===== config.mk =====
export PLATFORM = sky130hd
export DESIGN_NAME = lane_transpose
export DESIGN_NICKNAME = d
export VERILOG_FILES = /design/src/rtl/lane_transpose.sv
export SDC_FILE = /design/constraint.sdc
export NUM_CORES = 1
export LEC_CHECK = 0
export BUFFER_PORTS_ARGS = -buffer_cell sky130_fd_sc_hd__clkbuf_2
export CAP_MARGIN = 0
export CORE_AREA = 3 3 203 205
export CTS_CLUSTER_SIZE = 14
export DETAILED_ROUTE_END_ITERATION = 10
export DIE_AREA = 0 0 206 208
export GPL_ROUTABILITY_DRIVEN = 0
export HOLD_SLACK_MARGIN = 0.15
export SYNTH_ARGS = -nofsm -noshare
export SYNTH_HDL_FRONTEND = slang
export SYNTH_SLANG_ARGS = --single-unit
export TNS_END_PERCENT = 5

===== constraint.sdc =====
create_clock -name clk -period 4.45 [get_ports clk]
set_input_delay 0.89 -clock clk [delete_from_list [all_inputs] [get_ports clk]]
set_output_delay 0.89 -clock clk [all_outputs]
set_load 0.01 [all_outputs]

===== src/rtl/lane_transpose.sv =====
module lane_transpose #(
  parameter int W = 128,
  parameter int IW = 5
) (
  input  logic          clk,
  input  logic          rst_n,
  input  logic          in_valid,
  input  logic [1:0]    size_code,
  input  logic          quad,
  input  logic [IW-1:0] idx_a,
  input  logic [IW-1:0] idx_b,
  input  logic [W-1:0]  opa,
  input  logic [W-1:0]  opb,
  output logic          out_valid,
  output logic          illegal,
  output logic          same_reg,
  output logic [W-1:0]  res_a,
  output logic [W-1:0]  res_b
);
  localparam int H = W / 2;

  logic bad, same;
  logic [W-1:0] ta, tb;

  assign bad  = (size_code == 2'b11) || (quad && (idx_a[0] || idx_b[0]));
  assign same = !bad && (idx_a == idx_b);

  function automatic logic [H-1:0] swap_a(input logic [H-1:0] a, input logic [H-1:0] b,
                                          input int lw);
    logic [H-1:0] r;
    r = a;
    for (int p = 0; p < H; p += 2 * lw)
      for (int k = 0; k < lw; k++)
        r[p + lw + k] = b[p + k];
    return r;
  endfunction

  function automatic logic [H-1:0] swap_b(input logic [H-1:0] a, input logic [H-1:0] b,
                                          input int lw);
    logic [H-1:0] r;
    r = b;
    for (int p = 0; p < H; p += 2 * lw)
      for (int k = 0; k < lw; k++)
        r[p + k] = a[p + lw + k];
    return r;
  endfunction

  for (genvar h = 0; h < 2; h++) begin : g_half
    logic [H-1:0] a, b, ra, rb;
    assign a = opa[h*H +: H];
    assign b = opb[h*H +: H];
    always_comb begin
      unique case (size_code)
        2'b00:   begin ra = swap_a(a, b, 8);  rb = swap_b(a, b, 8);  end
        2'b01:   begin ra = swap_a(a, b, 16); rb = swap_b(a, b, 16); end
        default: begin ra = swap_a(a, b, 32); rb = swap_b(a, b, 32); end
      endcase
    end
    if (h == 0) begin : g_lo
      assign ta[H-1:0] = ra;
      assign tb[H-1:0] = rb;
    end else begin : g_hi
      assign ta[W-1:H] = quad ? ra : '0;
      assign tb[W-1:H] = quad ? rb : '0;
    end
  end

  always_ff @(posedge clk) begin
    if (!rst_n) begin
      out_valid <= 1'b0;
      illegal   <= 1'b0;
      same_reg  <= 1'b0;
      res_a     <= '0;
      res_b     <= '0;
    end else begin
      out_valid <= in_valid;
      if (in_valid) begin
        illegal  <= bad;
        same_reg <= same;
        res_a    <= (bad || same) ? '0 : ta;
        res_b    <= (bad || same) ? '0 : tb;
      end
    end
  end
endmodule


==> impl_metrics.env, run 1 <==
export IMPL_syn_cell_area_um2=11900
export IMPL_post_drt_wl_per_cell_um=17.8
export IMPL_dieArea_um2=42800
export IMPL_maxCapViolations=0
export IMPL_cp_max_fo=33
export IMPL_portBuffers=530
export IMPL_nNetsFinal=2104
export IMPL_max_freq_mhz=368
export IMPL_yosys_area_share_simple=0.122
export IMPL_initial_utilization=0.301
export IMPL_cts_max_level=1
export IMPL_cp_top_family="compound AO/OA/AOI/OAI gates"
export IMPL_clock_sinks=259
export IMPL_switching_share=0.260
export IMPL_stdcell_area_um2=15900
export IMPL_core_area_um2=39600
export IMPL_synth_fp_nets=1632
export IMPL_synthAdderAreaFrac=0.00105
export IMPL_synth_top_area_cell="dfxtp_1"
export IMPL_use_met1=0.210
export IMPL_synth_top_area_share=0.434
export IMPL_dieHeight_um=208
export IMPL_synth_avg_cell_area_um2=8.79
export IMPL_min_period_over_period=0.611
export IMPL_postSynthCellCount=1359
export IMPL_gr_usage_all_layers=0.183
export IMPL_ys_warn_count=0
export IMPL_cts_root_buf="clkbuf_16"
export IMPL_diodes=0
export IMPL_finalClockSkew_ns=0
export IMPL_pwr_share_comb=0.137
export IMPL_grt_overflow_total=0
export IMPL_ys_ff_latch=259
export IMPL_synth_compound_area_share=0.202
export IMPL_met2_usage=0.330
export IMPL_ir_drop_mv=0.238
export IMPL_cp_data_arrival_time_ns=3.15
export IMPL_reg_top3="res_a (128), res_b (128)"
export IMPL_ant_nets=0
export IMPL_post_cts_resized=0
export IMPL_post_route_min_period_ns=2.72
export IMPL_grt_max_degree=151
export IMPL_p_sw_w=0.00147
export IMPL_cp_end_kind="register"
export IMPL_grt_pass1_wl_um=63100
export IMPL_power_density_nw_per_um2=354
export IMPL_vias=11400
export IMPL_num_fill_cells=4119
export IMPL_synth_xor_area_share=0.000734
export IMPL_io_pins=531
export IMPL_cts_hold_buf=0
export IMPL_grt_pass1_vias=10900
export IMPL_synthArstFlopShare=0
export IMPL_rsz0062_at_grt="no"
export IMPL_postCtsSetupBuffers=0
export IMPL_clkLatencyLatePin_ns=0.55
export IMPL_path_cells="clkbuf_2 -> inv_1 -> ha_1 -> or4_4 -> o21ai_4 -> buf_12 -> o21ai_0"
export IMPL_timing_hold_ws_ns=0.447
export IMPL_chipWidth_um=206
export IMPL_power_frac_seq=0.430
export IMPL_antenna_found_initial=0
export IMPL_top_usage_layer="met2"
export IMPL_cts_tree="built"
export IMPL_clk_path_buf_depth=3
export IMPL_fp_row_count=73
export IMPL_pwr_share_clk=0.432
export IMPL_path_clk_slew_ns=0.06
export IMPL_cp_start_kind="input port"
export IMPL_cp_slowest_cell="o21ai_4"
export IMPL_setup_viol=0
export IMPL_firstDrtPassIters=4
export IMPL_placed_area_um2=14900
export IMPL_critPathBufInv=3
export IMPL_slew_headroom=0.308
export IMPL_synth_cell_types=33
export IMPL_cts_made_buffers=29
export IMPL_status="complete, no violations"
export IMPL_drc_errors=0
export IMPL_synth_flop_cell="dfxtp_1"
export IMPL_synth_common_cells="dfxtp_1, mux2i_1, nand2_1, a21oi_1, nor2_1"
export IMPL_drt_total_wl_um=42300
export IMPL_worst_pin_slew_ns=1.04
export IMPL_cp_slowest_stage_delay_ns=0.71
export IMPL_p_leak_nw=7.55
export IMPL_tns_ns=0
export IMPL_critPathRequiredTime_ns=4.88
export IMPL_timing_worst_setup_path_type="in2reg"
export IMPL_hpwl_um=32100
export IMPL_yosysSeqAreaShare=0.434
export IMPL_synthMuxAreaShare=0.188
export IMPL_yosysMostFrequentCell="dfxtp_1"
export IMPL_hold_viol_final=0
export IMPL_synth_edf_count=0
export IMPL_drv_slew=0
export IMPL_synth_top_family_by_area="compound AO/OA/AOI/OAI gates"
export IMPL_synth_area_top_cells="dfxtp_1, mux2i_1, nand2_1"
export IMPL_internal_power_w=0.00417
export IMPL_drt_initial_drc_count=584
export IMPL_drive_above_1_share=0.371
export IMPL_area_delta_synth_final_pct=33.1
export IMPL_viasPerCell=4.80
export IMPL_met3_usage=0.0530
export IMPL_hp_class="reg2reg"
## per-layer routing
metal / wire [µm] / part of all wire
met5: 0 / 0
met4: 1020 / 0.024
met3: 3500 / 0.083
met2: 21000 / 0.50
met1: 16800 / 0.40
## power by group through the flow
stage | logic, W | clock network (W) | registers (W)
after floorplan | 0.000401 | 0 | 0.00250
after global placement | 0.000768 | 0 | 0.00247
final | 0.000773 | 0.00244 | 0.00243
after CTS | 0.000779 | 0.00251 | 0.00243
after global routing | 0.000848 | 0.00260 | 0.00243
after detailed placement | 0.000776 | 0 | 0.00248
## cell type report
class	count	area, µm²	share of cell area
Multi-Input combinational cell	989	6170	0.388
Sequential cell	259	5180	0.326
Timing Repair Buffer	550	2910	0.183
Clock buffer	44	872	0.0549
Tap cell	525	657	0.0413
Clock inverter	8	100	0.00630
Inverter	2	7.51	0.000472
## worst paths after layout
kind                       endpoint  cells past startpoint  slack [ns]                   start
max          res_b[68]$_SDFFE_PN0P_                      7        1.73                idx_a[0]
min          res_b[53]$_SDFFE_PN0P_                      2        0.45  res_b[53]$_SDFFE_PN0P_
max reg2reg  res_b[80]$_SDFFE_PN0P_                      2        3.78  res_b[80]$_SDFFE_PN0P_
min reg2reg  res_b[53]$_SDFFE_PN0P_                      2        0.45  res_b[53]$_SDFFE_PN0P_
## stage by stage
stage,utilization,worst slack [ns],total power (W),cells
after floorplan,-,1.98,0.00290,1359
after global routing,0.401,1.66,0.00588,2377
final,0.401,1.73,0.00563,2377
after global placement,0.376,1.22,0.00324,2325
after CTS,0.401,1.76,0.00571,2377
after detailed placement,0.376,1.19,0.00325,2325
## kinds of logic after synthesis
family	after synthesis
compound gates	392
xor+xnor	1
fa+ha+maj	1
buf+inv	111
flops	259
mux	224
simple gates	371
## worst register-to-register path: stages, from the launching register on
cell     delay [ns]
dfxtp_1        0.45
nand2_1        0.10
o21ai_2        0.07
## placed cells by master (no fill, tap or decap), drive strengths merged, types with 2 or more instances in the layout
| cell | synthesis | layout |
|---|---|---|
| nor2b | 5 | 5 |
| a21boi | 2 | 2 |
| dfxtp | 259 | 259 |
| clkinv | 0 | 3 |
| a21oi | 130 | 130 |
| nand2b | 4 | 4 |
| nor2 | 129 | 129 |
| o21ai | 226 | 226 |
| buf | 51 | 21 |
| clkbuf | 58 | 573 |
| nand2 | 224 | 224 |
| mux2i | 224 | 224 |
| a22o | 32 | 32 |
| inv | 2 | 4 |
| and4 | 2 | 2 |
| bufinv | 0 | 2 |
Power figures use the tool's default switching activity.
==> run 2, diff against run 1 <==
==> constraint.sdc (replaced) <==
create_clock -name clk -period 2.55 [get_ports clk]
set_input_delay 0.51 -clock clk [delete_from_list [all_inputs] [get_ports clk]]
set_output_delay 0.51 -clock clk [all_outputs]
set_load 0.01 [all_outputs]
==> impl_metrics.env, run 2 (synthesis results as in run 1) <==
export IMPL_drt_initial_drc_count=570
export IMPL_initial_utilization=0.301
export IMPL_core_area_um2=39600
export IMPL_layout_cells_most_common_list="clkbuf_2, dfxtp_1, mux2i_1, nand2_1, a21oi_1"
export IMPL_cts_root_buf="clkbuf_16"
export IMPL_gr_usage_all_layers=0.187
export IMPL_grt_max_degree=137
export IMPL_hpwl_um=32600
export IMPL_grt_pass1_wl_um=64400
export IMPL_vias=11600
export IMPL_slew_headroom=0.461
export IMPL_io_pins=531
export IMPL_finalClockSkew_ns=0
export IMPL_cts_max_level=1
export IMPL_hp_start="opa[69]"
export IMPL_drive_above_1_share=0.377
export IMPL_cp_slowest_cell="or4_4"
export IMPL_dieArea_um2=42800
export IMPL_hold_end="res_a[69]$_SDFFE_PN0P_"
export IMPL_cp_common_cell="buf_12"
export IMPL_status="complete, no violations"
export IMPL_cp_top_family="simple AND/OR/NAND/NOR gates"
export IMPL_ff2ff_setup_slack_ns=1.88
export IMPL_cp_slowest_stage_delay_ns=0.57
export IMPL_grt_pass1_vias=11500
export IMPL_cp_max_fo=22
export IMPL_worst_pin_slew_ns=0.804
export IMPL_r2r_start="res_a[5]$_SDFFE_PN0P_"
export IMPL_cts_tree="built"
export IMPL_post_route_min_period_ns=1.78
export IMPL_clock_sinks=259
export IMPL_cp_end_kind="register"
export IMPL_firstDrtPassIters=5
export IMPL_cp_start_kind="input port"
export IMPL_tns_ns=0
export IMPL_critPathBufInv=4
export IMPL_dieHeight_um=208
export IMPL_reg2reg_depth=1
export IMPL_min_period_over_period=0.698
export IMPL_hold_viol_final=0
export IMPL_instances_no_fill=2410
export IMPL_dp_cells=2339
export IMPL_chipWidth_um=206
export IMPL_setup_viol=0
export IMPL_clk_path_buf_depth=3
export IMPL_power_density_nw_per_um2=622
export IMPL_cts_made_buffers=31
export IMPL_critPathRequiredTime_ns=2.99
export IMPL_drc_errors=0
export IMPL_nNetsFinal=2130
export IMPL_portBuffers=530
export IMPL_area_delta_synth_final_pct=36.4
export IMPL_final_common_cell="clkbuf_2"
export IMPL_hold_depth=2
export IMPL_clkLatencyLatePin_ns=0.55
export IMPL_maxCapViolations=0
export IMPL_rsz0062_at_grt="no"
export IMPL_grt_overflow_total=0
export IMPL_viasPerCell=4.81
export IMPL_r2r_end="res_a[5]$_SDFFE_PN0P_"
export IMPL_hp_class="in2reg"
export IMPL_p_leak_nw=7.73
export IMPL_worst_path_stages=8
export IMPL_drv_slew=0
export IMPL_antenna_found_initial=3
export IMPL_timing_worst_setup_path_type="in2reg"
export IMPL_drt_total_wl_um=42500
export IMPL_path_cells="clkbuf_2 -> inv_1 -> ha_1 -> or4_4 -> o21ai_4 -> buf_12 -> buf_12 -> o21ai_0"
export IMPL_cp_data_arrival_time_ns=2.23
export IMPL_ant_nets=0
export IMPL_path_clk_slew_ns=0.06
export IMPL_post_drt_wl_per_cell_um=17.7
export IMPL_max_freq_mhz=562
export IMPL_ir_drop_mv=0.507
export IMPL_post_cts_resized=0
export IMPL_fp_row_count=73
export IMPL_reg_top3="res_a (128), res_b (128)"
-- run 2: cell count changes in the layout (fill, tap and decap cells not counted) --
| cell | delta |
|---|---|
| dlygate4sd3_1 | +10 |
| buf_12 | +7 |
| buf_4 | +7 |
| diode_2 | +3 |
| clkbuf_1 | -2 |
| clkbuf_16 | +2 |
| clkinv_2 | +2 |
| clkbuf_8 | +1 |
| clkinv_4 | +1 |
| clkinvlp_4 | +1 |
| inv_6 | +1 |
-- run 2: area by class of cell --
cell class / instances / area [µm²]
Tap cell: 525 / 657
Antenna cell: 3 / 7.51
Timing Repair Buffer: 574 / 3200
Clock inverter: 13 / 135
Clock buffer: 45 / 928
Fill cell: 4013 / 23400
Inverter: 2 / 7.51
Multi-Input combinational cell: 989 / 6170
Sequential cell: 259 / 5180
-- run 2: timing repair --
action / 4_1_cts / 5_1_grt
hold buffers: 10 / 0
buffers inserted: 0 / 0
endpoints found under the setup margin: 0 / 0
hold endpoints to repair: 10 / 0
-- run 2: worst max path at each step --
stage               startpoint                       to  slack, ns
finish                idx_a[0]  res_a[111]$_SDFFE_PN0P_       0.77
global route          idx_a[0]  res_a[109]$_SDFFE_PN0P_       0.70
detailed placement    idx_a[0]  res_a[109]$_SDFFE_PN0P_       0.18
global placement      idx_a[0]  res_a[111]$_SDFFE_PN0P_       0.20
CTS                   idx_a[0]  res_a[109]$_SDFFE_PN0P_       0.79
floorplan             idx_a[0]   res_a[72]$_SDFFE_PN0P_       0.46
-- run 2: metal layers --
metal  share of wire  GRT usage  routed length, µm
met5               0          0                  0
met3           0.086     0.0515               3640
met1            0.39      0.214              16600
met2            0.49      0.330              20800
met4           0.035     0.0719               1490
-- run 2: power by group --
part / switching (W) / total [W] / internal, W
registers: 0.0000649 / 0.00423 / 0.00417
logic: 0.000798 / 0.00139 / 0.000590
clock network: 0.00179 / 0.00451 / 0.00273
total: 0.00265 / 0.0101 / 0.00748
-- run 2: through the flow --
stage | utilization | instance area, µm² | hold WS (ns) | setup WS, ns | total power (W)
finish | 0.411 | 16300 | 0.177 | 0.770 | 0.0101
global route | 0.411 | 16300 | 0.162 | 0.698 | 0.0106
CTS | 0.411 | 16300 | 0.150 | 0.791 | 0.0103
detailed placement | 0.381 | 15100 | 0.441 | 0.184 | 0.00570
global placement | 0.381 | 15100 | 0.435 | 0.204 | 0.00568
floorplan | - | 11900 | 0.472 | 0.461 | 0.00507
